[src/rtl/flash_fe_pkg.sv]
package flash_fe_pkg;
  localparam int NIRQ = 5;

  localparam logic [2:0] CMD_READ  = 3'd1;
  localparam logic [2:0] CMD_WORD  = 3'd2;
  localparam logic [2:0] CMD_ROW   = 3'd3;
  localparam logic [2:0] CMD_PAGE  = 3'd4;
  localparam logic [2:0] CMD_MASS  = 3'd7;

  localparam int IRQ_ACC = 0;
  localparam int IRQ_OK  = 1;
  localparam int IRQ_ERR = 2;
  localparam int IRQ_REJ = 3;
  localparam int IRQ_OVF = 4;

  localparam int OFS_IEN_SET = 'h00;
  localparam int OFS_IEN_CLR = 'h04;
  localparam int OFS_IST_SET = 'h08;
  localparam int OFS_IST_CLR = 'h0C;
  localparam int OFS_IMASK   = 'h10;
  localparam int OFS_CTRL    = 'h14;
  localparam int OFS_STAT    = 'h18;
  localparam int OFS_ADDR    = 'h1C;
  localparam int OFS_DATA0   = 'h20;

  localparam int CTRL_ABORT_BIT = 4;

  function automatic logic cmd_is_known(input logic [2:0] c);
    case (c)
      CMD_READ, CMD_WORD, CMD_ROW, CMD_PAGE, CMD_MASS: return 1'b1;
      default: return 1'b0;
    endcase
  endfunction
endpackage

[src/rtl/fe_cmd_slot.sv]
module fe_cmd_slot
  import flash_fe_pkg::*;
#(
  parameter int FL_AW = 22
) (
  input  logic             clk,
  input  logic             rst_n,
  input  logic             load,
  input  logic [2:0]       load_cmd,
  input  logic [FL_AW-1:0] load_addr,
  input  logic [31:0]      load_wdata,
  input  logic             abort,
  input  logic             req_ready,
  input  logic             done,
  output logic             pend,
  output logic             req_valid,
  output logic [2:0]       req_cmd,
  output logic [FL_AW-1:0] req_addr,
  output logic [31:0]      req_wdata,
  output logic             hs,
  output logic             head_read
);
  logic [1:0] cnt_q;
  logic       infl_row_q, infl_read_q;
  logic       can_issue;

  assign can_issue = (cnt_q == 2'd0) ||
                     (cnt_q == 2'd1 && infl_row_q && req_cmd == CMD_ROW);
  assign req_valid = pend && can_issue;
  assign hs        = req_valid && req_ready;
  assign head_read = infl_read_q && (cnt_q != 2'd0);

  always_ff @(posedge clk or negedge rst_n) begin
    if (!rst_n) begin
      pend      <= 1'b0;
      req_cmd   <= '0;
      req_addr  <= '0;
      req_wdata <= '0;
    end else if (hs) begin
      pend <= 1'b0;
    end else if (abort) begin
      pend <= 1'b0;
    end else if (load) begin
      pend      <= 1'b1;
      req_cmd   <= load_cmd;
      req_addr  <= load_addr;
      req_wdata <= load_wdata;
    end
  end

  always_ff @(posedge clk or negedge rst_n) begin
    if (!rst_n) begin
      cnt_q       <= '0;
      infl_row_q  <= 1'b0;
      infl_read_q <= 1'b0;
    end else begin
      cnt_q <= cnt_q + 2'(hs) - 2'(done);
      if (hs) begin
        infl_row_q  <= (req_cmd == CMD_ROW);
        infl_read_q <= (req_cmd == CMD_READ);
      end
    end
  end

  AST_VALID_HOLD: assert property (@(posedge clk) disable iff (!rst_n)
    req_valid && !req_ready && !abort |=> req_valid && $stable(req_cmd) && $stable(req_addr));
  AST_DONE_NEEDS_INFLIGHT: assert property (@(posedge clk) disable iff (!rst_n)
    done |-> cnt_q != 2'd0);
  AST_DEPTH_LIMIT: assert property (@(posedge clk) disable iff (!rst_n)
    cnt_q != 2'd3);
endmodule

[src/rtl/fe_result_track.sv]
module fe_result_track (
  input  logic clk,
  input  logic rst_n,
  input  logic done,
  input  logic done_fail,
  input  logic raw_ok,
  input  logic raw_err,
  output logic post_ok,
  output logic post_err,
  output logic fin
);
  logic fin_err_q;
  logic busy, direct, release_held;

  assign busy         = raw_ok || raw_err || fin;
  assign direct       = done && !busy;
  assign release_held = fin && !raw_ok && !raw_err && !done;
  assign post_ok      = (direct && !done_fail) || (release_held && !fin_err_q);
  assign post_err     = (direct && done_fail)  || (release_held && fin_err_q);

  always_ff @(posedge clk or negedge rst_n) begin
    if (!rst_n) begin
      fin       <= 1'b0;
      fin_err_q <= 1'b0;
    end else if (done && busy) begin
      fin       <= 1'b1;
      fin_err_q <= done_fail;
    end else if (release_held) begin
      fin <= 1'b0;
    end
  end

  AST_FIN_HOLDS: assert property (@(posedge clk) disable iff (!rst_n)
    fin && (raw_ok || raw_err) |=> fin);
endmodule

[src/rtl/fe_irq_bank.sv]
module fe_irq_bank
  import flash_fe_pkg::*;
(
  input  logic            clk,
  input  logic            rst_n,
  input  logic            en_set_we,
  input  logic            en_clr_we,
  input  logic            st_set_we,
  input  logic            st_clr_we,
  input  logic [NIRQ-1:0] wd,
  input  logic [NIRQ-1:0] hw_set,
  output logic [NIRQ-1:0] raw,
  output logic [NIRQ-1:0] en,
  output logic [NIRQ-1:0] masked,
  output logic            irq
);
  logic [NIRQ-1:0] sw_set, sw_clr, en_s, en_c;

  assign sw_set = st_set_we ? wd : '0;
  assign sw_clr = st_clr_we ? wd : '0;
  assign en_s   = en_set_we ? wd : '0;
  assign en_c   = en_clr_we ? wd : '0;
  assign masked = raw & en;
  assign irq    = |masked;

  always_ff @(posedge clk or negedge rst_n) begin
    if (!rst_n) begin
      raw <= '0;
      en  <= '0;
    end else begin
      raw <= (raw & ~sw_clr) | sw_set | hw_set;
      en  <= (en & ~en_c) | en_s;
    end
  end

  AST_HW_SET_SEEN: assert property (@(posedge clk) disable iff (!rst_n)
    (|hw_set) |=> (raw & $past(hw_set)) == $past(hw_set));
endmodule

[src/rtl/flash_cmd_frontend.sv]
module flash_cmd_frontend
  import flash_fe_pkg::*;
#(
  parameter int BUS_AW = 6,
  parameter int FL_AW  = 22,
  parameter int WORD_W = 128
) (
  input  logic              clk,
  input  logic              rst_n,
  input  logic              bus_valid,
  input  logic              bus_write,
  input  logic [BUS_AW-1:0] bus_addr,
  input  logic [31:0]       bus_wdata,
  output logic [31:0]       bus_rdata,
  input  logic              arb_locked,
  output logic              fl_req_valid,
  input  logic              fl_req_ready,
  output logic [2:0]        fl_req_cmd,
  output logic [FL_AW-1:0]  fl_req_addr,
  output logic [31:0]       fl_req_wdata,
  input  logic              fl_done,
  input  logic              fl_done_fail,
  input  logic [WORD_W-1:0] fl_rdata,
  output logic              irq
);
  localparam int LANES = WORD_W / 32;

  logic wr_en;
  assign wr_en = bus_valid && bus_write;

  function automatic logic at(input logic [BUS_AW-1:0] a, input int ofs);
    return a == BUS_AW'(ofs);
  endfunction

  logic we_ctrl, we_addr, we_data0;
  assign we_ctrl  = wr_en && at(bus_addr, OFS_CTRL);
  assign we_addr  = wr_en && at(bus_addr, OFS_ADDR);
  assign we_data0 = wr_en && at(bus_addr, OFS_DATA0);

  logic [2:0] code;
  logic abort, try_cmd, bad_cmd, rej, ovf, load, pend;
  assign code    = bus_wdata[2:0];
  assign abort   = we_ctrl && bus_wdata[CTRL_ABORT_BIT];
  assign try_cmd = we_ctrl && !bus_wdata[CTRL_ABORT_BIT] && (code != 3'd0);
  assign bad_cmd = !cmd_is_known(code) || arb_locked;
  assign rej     = try_cmd && bad_cmd;
  assign ovf     = try_cmd && !bad_cmd && pend;
  assign load    = try_cmd && !bad_cmd && !pend;

  logic [FL_AW-1:0] addr_q, load_addr;
  always_ff @(posedge clk or negedge rst_n) begin
    if (!rst_n)       addr_q <= '0;
    else if (we_addr) addr_q <= bus_wdata[FL_AW-1:0];
  end
  assign load_addr = (code == CMD_READ) ? {addr_q[FL_AW-1:4], 4'h0} : addr_q;

  logic hs, head_read, capture;
  logic [31:0] data_q [LANES];
  assign capture = fl_done && head_read;

  for (genvar i = 0; i < LANES; i++) begin : g_lane
    always_ff @(posedge clk or negedge rst_n) begin
      if (!rst_n)                data_q[i] <= '0;
      else if (capture)          data_q[i] <= fl_rdata[32*i +: 32];
      else if (i == 0 && we_data0) data_q[i] <= bus_wdata;
    end
  end

  fe_cmd_slot #(.FL_AW(FL_AW)) u_slot (
    .clk(clk), .rst_n(rst_n), .load(load), .load_cmd(code),
    .load_addr(load_addr), .load_wdata(data_q[0]), .abort(abort),
    .req_ready(fl_req_ready), .done(fl_done), .pend(pend),
    .req_valid(fl_req_valid), .req_cmd(fl_req_cmd), .req_addr(fl_req_addr),
    .req_wdata(fl_req_wdata), .hs(hs), .head_read(head_read)
  );

  logic [NIRQ-1:0] raw, en, masked, hw_set;
  logic post_ok, post_err, fin;

  fe_result_track u_result (
    .clk(clk), .rst_n(rst_n), .done(fl_done), .done_fail(fl_done_fail),
    .raw_ok(raw[IRQ_OK]), .raw_err(raw[IRQ_ERR]),
    .post_ok(post_ok), .post_err(post_err), .fin(fin)
  );

  always_comb begin
    hw_set          = '0;
    hw_set[IRQ_ACC] = hs;
    hw_set[IRQ_OK]  = post_ok;
    hw_set[IRQ_ERR] = post_err;
    hw_set[IRQ_REJ] = rej;
    hw_set[IRQ_OVF] = ovf;
  end

  fe_irq_bank u_irq (
    .clk(clk), .rst_n(rst_n),
    .en_set_we(wr_en && at(bus_addr, OFS_IEN_SET)),
    .en_clr_we(wr_en && at(bus_addr, OFS_IEN_CLR)),
    .st_set_we(wr_en && at(bus_addr, OFS_IST_SET)),
    .st_clr_we(wr_en && at(bus_addr, OFS_IST_CLR)),
    .wd(bus_wdata[NIRQ-1:0]), .hw_set(hw_set),
    .raw(raw), .en(en), .masked(masked), .irq(irq)
  );

  logic [31:0] status;
  assign status = {26'd0, arb_locked, fin, raw[IRQ_ERR], raw[IRQ_OK], raw[IRQ_ACC], pend};

  always_comb begin
    bus_rdata = '0;
    if (at(bus_addr, OFS_IEN_SET) || at(bus_addr, OFS_IEN_CLR)) bus_rdata = 32'(en);
    if (at(bus_addr, OFS_IST_SET) || at(bus_addr, OFS_IST_CLR)) bus_rdata = 32'(raw);
    if (at(bus_addr, OFS_IMASK)) bus_rdata = 32'(masked);
    if (at(bus_addr, OFS_STAT))  bus_rdata = status;
    if (at(bus_addr, OFS_ADDR))  bus_rdata = 32'(addr_q);
    for (int i = 0; i < LANES; i++)
      if (at(bus_addr, OFS_DATA0 + 4 * i)) bus_rdata = data_q[i];
  end

  AST_READ_ALIGNED: assert property (@(posedge clk) disable iff (!rst_n)
    fl_req_valid && fl_req_cmd == CMD_READ |-> fl_req_addr[3:0] == 4'h0);
  AST_REJECT_NO_REQ: assert property (@(posedge clk) disable iff (!rst_n)
    we_ctrl && !bus_wdata[CTRL_ABORT_BIT] && (code != 3'd0) && bad_cmd && !pend |=> !fl_req_valid);
  AST_ABORT_DROPS: assert property (@(posedge clk) disable iff (!rst_n)
    abort && !(fl_req_valid && fl_req_ready) |=> !fl_req_valid);
endmodule

[config.mk]
export PLATFORM = sky130hd
export DESIGN_NAME = flash_cmd_frontend
export DESIGN_NICKNAME = d
export VERILOG_FILES = /design/src/rtl/flash_fe_pkg.sv /design/src/rtl/fe_cmd_slot.sv /design/src/rtl/fe_result_track.sv /design/src/rtl/fe_irq_bank.sv /design/src/rtl/flash_cmd_frontend.sv
export SDC_FILE = /design/constraint.sdc
export NUM_CORES = 1
export LEC_CHECK = 0
export CORE_AREA = 2 2 132 167
export DETAILED_ROUTE_END_ITERATION = 6
export DIE_AREA = 0 0 134 169
export PLACE_DENSITY_LB_ADDON = 0.12
export SLEW_MARGIN = 20
export SYNTH_ARGS = -nofsm -noshare
export SYNTH_HDL_FRONTEND = slang
export SYNTH_SLANG_ARGS = --single-unit
[constraint.sdc]
create_clock -name clk -period 3.2 [get_ports clk]
set_clock_uncertainty 0.1 [all_clocks]
set_input_delay 0.64 -clock clk [delete_from_list [all_inputs] [get_ports clk]]
set_output_delay 0.64 -clock clk [all_outputs]
set_load 0.02 [all_outputs]
==> results of run 1 <==
-- worst max-delay path by stage --
stage / to / startpoint / cells after the start
3_5_place_dp: bus_rdata[7] / bus_addr[1] / 8
3_3_place_gp: bus_rdata[21] / bus_addr[1] / 8
6_report: bus_rdata[3] / bus_addr[0] / 8
5_1_grt: bus_rdata[15] / bus_addr[0] / 8
2_1_floorplan: bus_rdata[10] / bus_addr[2] / 8
4_1_cts: bus_rdata[21] / bus_addr[0] / 9
-- cell families after synthesis --
logic type	count (synthesis)
compound gates	153
xor+xnor	3
fa+ha+maj	3
buf+inv	59
flops	224
mux	217
simple gates	147
-- timing repair --
action	in CTS	in global routing
cloned	4	0
resized for setup	176	7
endpoints found under the hold margin	44	0
pin swaps	9	3
setup buffers	7	0
hold buffers	1	0
setup endpoints to repair	32	10
-- worst max-delay path: stages --
cell	delay, ns
dlygate4sd2_1	0.28
or3b_4	0.41
buf_4	0.17
or2_4	0.31
buf_4	0.18
o22ai_1	0.16
a211oi_2	0.06
buf_2	0.18
-- metal layers --
layer	track usage, %	vias up	wire length (µm)
li1	-	3576	-
met1	33.0	3837	11700
met2	44.5	268	14700
met3	6.05	65	1990
met4	8.14	0	935
met5	0	-	0
-- flip-flops by register name, indices dropped and copies added, names as in the netlist --
register	flops
u_slot.infl_read_q	1
u_slot.infl_row_q	1
data_q	128
u_irq.en	5
u_slot.pend	1
u_result.fin	1
u_irq.raw	5
u_slot.req_wdata	32
u_slot.req_addr	22
addr_q	22
u_slot.cnt_q	2
u_result.fin_err_q	1
u_slot.req_cmd	3
-- per-stage QoR --
stage / setup WS [ns] / total power (µW)
6_report: 0.0562 / 6350
4_1_cts: 0.0749 / 6410
5_1_grt: 0.000352 / 6600
3_3_place_gp: -0.615 / 3700
3_5_place_dp: -0.628 / 3700
2_1_floorplan: 0.00932 / 3280
-- cell type report --
| cell class | instances | area (µm²) | share of cell area [%] |
|---|---|---|---|
| flip-flops and latches | 224 | 5610 | 38.9 |
| inverters | 6 | 22.5 | 0.156 |
| diodes | 1 | 2.50 | 0.0174 |
| clock inverters | 8 | 67.6 | 0.469 |
| multi-input cells | 523 | 4430 | 30.7 |
| clock buffers | 33 | 686 | 4.75 |
| well taps | 279 | 349 | 2.42 |
| repair buffers | 327 | 3260 | 22.6 |
-- cells in the mapped netlist, drive strengths merged (2+ instances only) --
cell | n | area [µm²]
or3b | 2 | 17.5
a22o | 5 | 43.8
nand4b | 2 | 17.5
xnor2 | 2 | 17.5
a21oi | 13 | 65.1
a211oi | 9 | 67.6
mux2 | 180 | 2140
mux2i | 37 | 370
a22oi | 37 | 278
nand2 | 56 | 210
a31oi | 16 | 100
nor3b | 3 | 22.5
nor3 | 7 | 35.0
o211a | 2 | 20.0
o22ai | 5 | 31.3
inv | 6 | 22.5
buf | 17 | 97.6
dfrtp | 224 | 5610
nand3b | 8 | 60.1
a221oi | 8 | 70.1
or2 | 4 | 25.0
nor2 | 40 | 150
nor2b | 4 | 25.0
clkbuf | 36 | 135
ha | 2 | 25.0
nand3 | 3 | 15.0
nand4 | 2 | 12.5
nand2b | 4 | 25.0
a222oi | 7 | 70.1
o21ai | 43 | 215
o221ai | 2 | 17.5
and3 | 5 | 31.3
nor4 | 3 | 40.0
-- power groups by stage --
stage / combinational [µW] / clock (µW) / sequential (µW)
after detailed placement: 598 / 0 / 3110
after global routing: 659 / 2870 / 3070
after floorplan: 214 / 0 / 3070
final: 603 / 2690 / 3060
after CTS: 608 / 2740 / 3060
after global placement: 591 / 0 / 3100
==> impl_summary.md, run 1 <==
Worst hold path
In this run the most critical hold path is launched from u_slot.req_addr[4]. The capture endpoint of the worst hold path is u_slot.req_addr[4]. The tightest min-delay check is of the flop to flop type. Along the worst hold path, the cell count comes to 1.

Critical path
The worst register-to-register path has a setup slack of about 1.2 ns. The startpoint identified for the worst register-to-register timing path is u_slot.req_cmd[2]. The required time reported for the critical path endpoint is 2.46 ns. The worst setup path is launched from an input pin.

The classification of the worst setup path is input pin to output pin. The type of element capturing the critical path is an output pin. The data arrival time at the worst-slack endpoint is 2.40 ns. The terminus of the critical flop-to-flop path is u_slot.cnt_q[1]. Along the worst path, the maximum fanout reaches 7.

The cell count of the worst reg-to-reg path is 8.

Synth
Summing the areas of all fa, ha and maj instances in the mapped netlist gives less than 1% of the synthesized area. The number of nets in the synthesized netlist is ~980. The cell area after technology mapping is 10200 µm².

Yosys mapped a number of flops with a built-in enable equal to 0. The mean cell area of the mapped netlist is approximately 13 µm². Summing the areas of all xor and xnor instances in the mapped netlist gives less than 1% of the synthesized area. During synthesis, Yosys emitted a total of 0 warnings.

The number of register bits inferred by synthesis is between 200 and 250. Of the post-synthesis cell area, the part taken by muxes is 24.7%. The netlist uses between 50 and 60 different library cells. Synthesis produced a netlist whose cell count is roughly 810. By area, the combinational part of the netlist is dominated by multiplexers. For this run, the register share of the synthesized area comes to 55.1%. In the synthesized netlist the async set-or-reset flop fraction comes to 100%. In the synthesized netlist the dominant register cell turns out to be dfrtp_1. The complex-gate fraction of the synthesized area is 10.1%. The synthesized netlist devotes 7.03% of its cell area to simple gates.

Clock network
The cell sitting at the root of the clock tree is a clkbuf_16. The clock drives 224 sinks. Counting along the longest clock path gives a buffer depth of 3. After clock tree synthesis, the clock-pin slew on the worst setup and hold paths is ~0.06 ns.

The TritonCTS buffer count is 24. The number of H-tree branching levels is 1. The clock tree from TritonCTS is done. The clock network latency to the later pin of the worst-skew pair is just over 0.5 ns.

Power
The share of total power dissipated in sequential elements is between 40% and 50%. The worst vdd rail ir drop is 0.347 mV. The share of total power dissipated in the clock network is about 42%. The internal power of the cells is 4870 µW.

In this run the power spent charging and discharging nets is about 1500 µW. Combinational logic is responsible for 9.5% of the overall power. The switching portion of total power is a little under a quarter. The power density over cell area is ~440 nW/µm². The cell leakage power is between 0.006 and 0.007 µW.

Timing
At the pin with the least slew margin, the transition time is roughly 0.6 ns. Timing would allow up to approximately 320 MHz. Setup repair after global routing left no endpoint under its margin. Setup violations remaining at the end of the flow were counted as 0. Setup total negative slack on the finished layout was measured at 0 ns.

The post-layout minimum cycle time is between 3 and 4 ns. The max-slew violation count came to 0. The final number of hold-violating endpoints was 0. The worst hold slack across all endpoints is a little over 0.4 ns. The share of the clock period used by the worst path after layout is a little over nine tenths. The headroom to the max-slew limit is around three fifths.

Place
The HPWL after detailed placement is approximately 20 mm. The instance area after placement is ~14000 µm². The number of placed cells counting well taps is 1347.

At the end of routability-driven placement, the weighted congestion stood at 0.955. Port buffering added between 200 and 300 buffers.

Layout
The ratio of cells with drive above 1 in the final layout is slightly below 30%. In the layout the commonest cells are clkdlybuf4s50_1, dfrtp_1, mux2_2. The library cell used most frequently in the layout, excluding fill and tap cells, is clkdlybuf4s50_1.

For this run, the number of standard cells in the final layout without fillers is 1401. The final net count is roughly 1300. Relative to the synthesized area, the layout overhead comes to 41.7%. After routing the design area is 14400 µm². Counting the fill cells in the layout gives ~1600. The utilization after layout is between 60% and 70%.

Die
The overall die area is approximately 23000 µm². After floorplanning, the core was sized to cover ~21000 µm². From bottom edge to top edge, the die measures between 150 and 200 µm. For this configuration, the core starts out at a cell density of 48.3%. The width of the die is approximately 130 µm.

The count of standard-cell rows is 60. In this run the count of I/O pins placed on the die edge is approximately 270.

Global routing
The number of global-route vias before repair is 8132. The pin count of the biggest net entering global routing is 79. The total overflow left after global routing is 0.

The first global-routing pass estimated approximately 46 mm of wire. Global routing used 26.1% of the available tracks. The initial antenna violation count came to 2.

Drt
For this run, the detailed router's first-pass iteration total came to 7. For this block, the initial DRC count from the detailed router was between 400 and 500. The number of vias after detailed routing is 7746. After detailed routing, the average wire length per cell comes to ~21 µm.

For this block, the routed nets add up to between 20 and 30 mm of wire. The final antenna-violating net count is 0. The via count normalized by instance count is roughly 5.5. After detailed routing, the number of remaining DRC violations is 0.

Run
The number of max-cap violations is 0.

Status
The run finished with clean final reports.
No activity file was read; power rests on OpenSTA's default activity.
==> inputs of run 2 (changes only) <==
Settings changed: CELL_PAD_IN_SITES_DETAIL_PLACEMENT set to 0, CELL_PAD_IN_SITES_GLOBAL_PLACEMENT set to 2, CORE_AREA 2 2 132 167 to 2 2 163 205, DIE_AREA 0 0 134 169 to 0 0 165 207, GPL_TIMING_DRIVEN set to 1.
==> impl_summary.md, run 2 (same netlist as run 1, synthesis figures left out) <==
Critical path
Counting cells, the worst reg-to-reg path comes to 8. The classification of the worst setup path is input pin to output pin. Walking the worst path, the cells encountered are clkdlybuf4s15_1 > or3b_4 > nor2_4 > buf_12 > buf_4 > a22oi_1 > a31oi_2 > buf_4. The critical path runs through a total of 8 cells. Together, buffers and inverters on the worst path number 4. Counting stages on the worst path, the most repeated cell is buf_4. The setup slack of the most critical reg-to-reg path is between 1 and 1.5 ns. The cell at the slowest stage of the critical path is or3b_4. The required time reported for the critical path endpoint is roughly 2.5 ns. The worst setup path is captured at an output pin. The data arrival time at the worst-slack endpoint is 2.40 ns.

The largest fanout on the critical path is 14. In this design, the largest share of critical-path delay is due to buffers and inverters. The startpoint kind of the worst setup timing path is an input pin. On the worst path, the slowest cell contributes a delay of approximately 0.49 ns.

Status
The flow ran to the end, and the final reports show no timing, DRC or antenna violations.

Die
The area of the core region is roughly 32000 µm². The floorplan has 74 rows. The overall die area is approximately 34000 µm². The floorplan step set the die height to about 210 µm. The initial core utilization is 31.5%.

The count of boundary I/O pins is between 200 and 300. From left edge to right edge, the die measures around 170 µm.

Layout
Of the cells placed in the final design, the portion with a size suffix greater than 1 is between 30% and 40%. In the final layout, the registers with the most flip-flops are data_q x128, u_slot.req_wdata x32. In the layout the commonest cells are clkdlybuf4s50_1, dfrtp_1, mux2_2. The utilization after layout is roughly 46%. The net count of the finished layout is ~1300.

The most common library cell in the layout ignoring fill and taps is clkdlybuf4s50_1. From synthesis to final layout, the design area changed by 46.0%. The register with the most flip-flops in the layout has about 130 of them. Counting flops per register, the top entry is data_q.

Global routing
The pin count of the biggest net entering global routing is 78. met2 is the most crowded layer. The total congestion overflow after global routing is 0. The global routing met2 resource utilization is between 30% and 40%.

The number of global-route vias before repair was between 8000 and 9000. The global-route wire length before repair is roughly 50 mm. For this run, global-route usage on met1 was measured as 23.3%.

For met3 alone, demand over resource in global routing was under 10%. The initial antenna violation count was 4. Global routing used roughly a fifth of the available tracks across all layers.

Clock network
In this run the clock root is driven by a clkbuf_16. The clock network latency to the later pin of the worst-skew pair is about 0.53 ns. The clock tree from TritonCTS is done. The number of clock sinks is about 220. The TritonCTS buffer count is 26. No sink is reached through more buffers than the 3 on the longest clock path. After clock tree synthesis, the clock-pin slew on the worst setup and hold paths is roughly 0.06 ns. CTS built an H-tree with a depth of 1.

Drt
The total iterations of the first detailed-routing run is 5. The DRC violation count after routing is 0. The detailed router's first-iteration violation count is around 370.

The routed length per placed instance is ~21 µm. Wires add up to 32.8 mm. The final antenna-violating net count is 0. For this block, the via count after detailed routing is 7674.

The via count normalized by instance count is ~4.9.

Worst hold path
The path class of the tightest hold or removal check is input pin to async pin.

Place
The routability congestion estimate is 0.797. Input and output buffers added on the ports amount to 264. The detailed-placement wirelength estimate is between 20 and 25 mm.

Power
The worst-case IR drop observed on VDD is about 0.29 mV. For this design the ratio of total power to cell area is approximately 460 nW/µm². The total power draw is 6840 µW.

In this run the static leakage power is 0.00682 µW.

Timing
The post-layout minimum cycle time is approximately 3.1 ns. Hold timing on the final database bottoms out at a slack of a little under 0.01 ns. The share of the clock period used by the worst path after layout is a little over nine tenths. The max-slew violation count was 0. The final number of hold-violating endpoints came to 0. For the pin with the worst max-slew slack, the measured transition is between 0.6 and 0.7 ns. In this run the tightest slew margin relative to its limit is 57.5%. Timing would allow up to around 320 MHz. The setup violation total in the final timing report is 0. Setup repair after global routing left no endpoint under its margin.

Run
The number of max-cap violations is 0.
-- run 2: worst paths after layout --
path	start	to
min in group clk	data_q[93]	data_q[93]
max	bus_addr[2]	bus_rdata[7]
max in group asynchronous	rst_n	data_q[6]
min	rst_n	u_slot.req_cmd[0]
max reg2reg	u_slot.req_cmd[2]	u_slot.cnt_q[1]
min reg2reg	data_q[93]	data_q[93]
-- run 2: layer usage --
metal | part of all wire [%] | routed length [µm]
met3 | 6.5 | 2120
met4 | 2.5 | 817
met2 | 51 | 16600
met1 | 40 | 13200
met5 | 0.073 | 24
-- run 2: per-stage QoR --
step / std cells / setup WS [ns] / TNS [ns] / area [µm²]
2_1_floorplan: 806 / 0.00932 / 0 / 10200
3_3_place_gp: 1496 / -0.750 / -25.64 / 13800
3_5_place_dp: 1496 / -0.749 / -27.34 / 13800
4_1_cts: 1552 / 0.0299 / 0 / 14800
5_1_grt: 1554 / 0.000488 / 0 / 14900
6_report: 1555 / 0.0568 / 0 / 14900
-- run 2: timing repair --
action                     CTS  global route
pin swaps                    8             0
buffers inserted             6             1
gates resized for setup    163             2
setup endpoints to repair   32             6
gates cloned                 2             0
hold buffers                 0             0
-- run 2: area by class of cell --
| cell class | count | area (µm²) |
|---|---|---|
| Clock inverter | 11 | 143 |
| Fill cell | 3016 | 17500 |
| Clock buffer | 37 | 773 |
| Multi-Input combinational cell | 523 | 4480 |
| Tap cell | 418 | 523 |
| Sequential cell | 224 | 5610 |
| Antenna cell | 2 | 5.00 |
| Timing Repair Buffer | 334 | 3310 |
| Inverter | 6 | 22.5 |
-- run 2: power breakdown --
part           switching (µW)  total (µW)  internal [µW]
Sequential                121        3070           2950
Combinational             264         620            356
Clock                    1230        3150           1920
==> inputs of run 3 (changes only) <==
Settings changed: CORE_AREA 2 2 163 205 to 2 2 130 258, DIE_AREA 0 0 165 207 to 0 0 132 260.
==> impl_summary.md, run 3 (same netlist as run 1, synthesis figures left out) <==
Status
The flow ran to the end, and the final reports show no timing, DRC or antenna violations.

Die
The die covers around 34000 µm². The initial core utilization is 31.6%. The count of boundary I/O pins is 265. The floorplan step set the die width to about 130 µm. The core region is ~32000 µm².

The floorplan has 93 rows. The die outline height is around 260 µm.

Critical path
The critical path goes through dlygate4sd2_1 > buf_6 > nand3b_1 > nor2_4 > buf_16 > a221oi_1 > a211oi_1 > buf_2. The required time reported for the critical path endpoint is about 2.5 ns. Among all stages on the critical path, the largest delay is contributed by a211oi_1. Along the worst path, the maximum fanout reaches 7. Counting both buffers and inverters, the worst setup path holds a total of 4. The worst stage delay on the critical path is around 0.29 ns. The startpoint kind of the worst setup timing path is an input pin. STA classifies the critical path endpoint as an output pin.

The data arrival time at the worst-slack endpoint is between 2 and 2.5 ns. The classification of the worst setup path is input pin to output pin. The dominant delay contributor by cell family on the critical path is buffers and inverters.

Global routing
In the global route stage, met3 resource usage came out at under 10%. Global routing consumed, on the met1 layer, between 20% and 30% of the routing resources. The busiest metal layer after global routing is met2. Global routing consumed, on the met2 layer, between 40 and 50% of the routing resources. Global routing finished with a remaining overflow of 0.

The number of global-route vias before repair is 8620. The total global routing track utilization is around a fifth. The initial antenna violation count was 5. The first global-routing pass estimated between 50 and 60 mm of wire. The pin count of the biggest net entering global routing is 70.

Clock network
The worst-case clock buffer depth is 3. The number of clock sinks is roughly 220. Counting the buffers created by CTS gives 23. The number of H-tree branching levels is 1.

At the later pin of the worst-skew pair, clock insertion delay measures between 0.5 and 0.6 ns. The clock tree root driver cell is clkbuf_16. The clock tree from TritonCTS is done. Clock-pin slew was measured on the worst setup and hold paths at about 0.060 ns.

Drt
The routed length per placed instance is around 23 µm. Using the TritonRoute via totals, the vias-per-cell ratio works out to ~5.0. In this run, the number of DRC markers left after iteration 0 of detailed routing was between 300 and 400. After detailed routing, the total wire length is approximately 36 mm. For this run, the detailed router's first-pass iteration total came to 5. The DRC violation count after routing is 0.

Detailed routing inserted a total of approximately 7800 vias. In this run the remaining antenna-violating nets after routing total 0.

Place
Routability-driven placement finished with a final weighted congestion of a little under 0.9. The HPWL after detailed placement is 26.5 mm. The count of input and output buffers is ~260. The number of placed cells counting well taps is between 1500 and 2000. The placed instances occupy a cell area of between 10000 and 15000 µm².

Timing
Setup repair after global routing left no endpoint under its margin. The final number of hold-violating endpoints came to 0. The setup violation total in the final timing report is 0. Static timing analysis puts the maximum clock frequency at 323 MHz.

The max-slew violation count is 0. In this run the tightest slew margin relative to its limit is about three fifths. The post-layout minimum cycle time is between 3 and 4 ns. The pin slew with the least headroom to its limit is roughly 0.6 ns. After layout, the worst path uses between 90% and 100% of the clock period.

Layout
Once layout is complete, the utilization of the core stands at roughly 46%. In the final layout, the share of cells above drive strength 1 is 31.4%. Relative to the synthesized area, the layout overhead comes to 45.5%. Once layout is complete, the cells apart from fillers number between 1500 and 2000. The most common library cell in the layout ignoring fill and taps is clkdlybuf4s50_1. The register with the most flip-flops in the layout has 128 of them.

In the layout the commonest cells are clkdlybuf4s50_1, dfrtp_1, mux2_2. For this run, the post-layout net count is 1290. The largest registers in the layout are data_q x128, u_slot.req_wdata x32. With fillers left out, the area of the finished cells amounts to between 10000 and 15000 µm². The largest register by flop count is data_q.

Power
The power density over cell area is between 400 and 500 nW/µm². IR analysis of the VDD net gives a maximum drop of about 0.38 mV. Summed over all cells, the static leakage comes to 0.00675 µW.

Run
Max-cap violations in this run came to 0.

Worst hold path
The path class of the tightest hold or removal check is flop to flop.
==> run 3: changes by cell type in the layout (fill, tap and decap cells not counted), sizes merged <==
| cell | change |
|---|---|
| clkbuf | -6 |
| clkdlybuf4s15 | +5 |
| dlygate4sd3 | +1 |
| diode | +1 |
| bufinv | +1 |
| clkinv | +3 |
| clkinvlp | -1 |
| bufbuf | -1 |
| buf | -4 |
| inv | -1 |
| dlygate4sd2 | -2 |
==> run 3: final timing paths <==
| path | cells after the start | slack [ns] | to | startpoint |
|---|---|---|---|---|
| min in group asynchronous | 2 | 0.56 | addr_q[3] | rst_n |
| setup reg to reg | 8 | 1.01 | u_slot.cnt_q[1] | u_slot.req_cmd[2] |
| hold reg to reg | 1 | 0.40 | u_slot.req_wdata[0] | u_slot.req_wdata[0] |
| hold / removal | 1 | 0.40 | u_slot.req_wdata[0] | u_slot.req_wdata[0] |
| max in group asynchronous | 3 | 1.56 | data_q[35] | rst_n |
| setup / recovery | 8 | 0.11 | bus_rdata[0] | bus_addr[5] |
==> run 3: cell type report <==
cell class / instances / area (µm²)
fill: 3093 / 17400
sequential: 224 / 5610
multi-input combinational: 523 / 4470
timing repair buffer: 336 / 3370
clock buffer: 28 / 624
tap: 427 / 534
clock inverter: 13 / 171
inverter: 6 / 22.5
antenna: 3 / 7.51
==> run 3: report_power, final <==
group	internal, µW	switching, µW
Combinational	358	269
Clock	1710	1180
Sequential	2940	128
Total	5010	1580
==> run 3: through the flow <==
| step | TNS [ns] | total power, µW | setup slack [ns] | hold slack (ns) |
|---|---|---|---|---|
| floorplan | 0 | 3280 | 0.00932 | 0.244 |
| global placement | -26.97 | 3750 | -0.736 | 0.388 |
| detailed placement | -25.06 | 3750 | -0.719 | 0.393 |
| CTS | 0 | 6700 | 0.0141 | 0.407 |
| global route | 0 | 6860 | 0.00124 | 0.421 |
| finish | 0 | 6590 | 0.106 | 0.405 |
==> run 3: per-layer routing <==
metal  vias up  share of wire, %
met5         -             0.064
met4         4               4.4
met3        75               4.7
met2       227                57
met1      3882                34
li1       3574                 -
==> run 3: timing repair <==
item                       CTS  global route
hold endpoints to repair    54             0
pin swaps                   12             2
setup endpoints to repair   32            12
gates cloned                 3             0
buffers inserted             5             2
hold buffers                 1             0
resized for setup          179             8
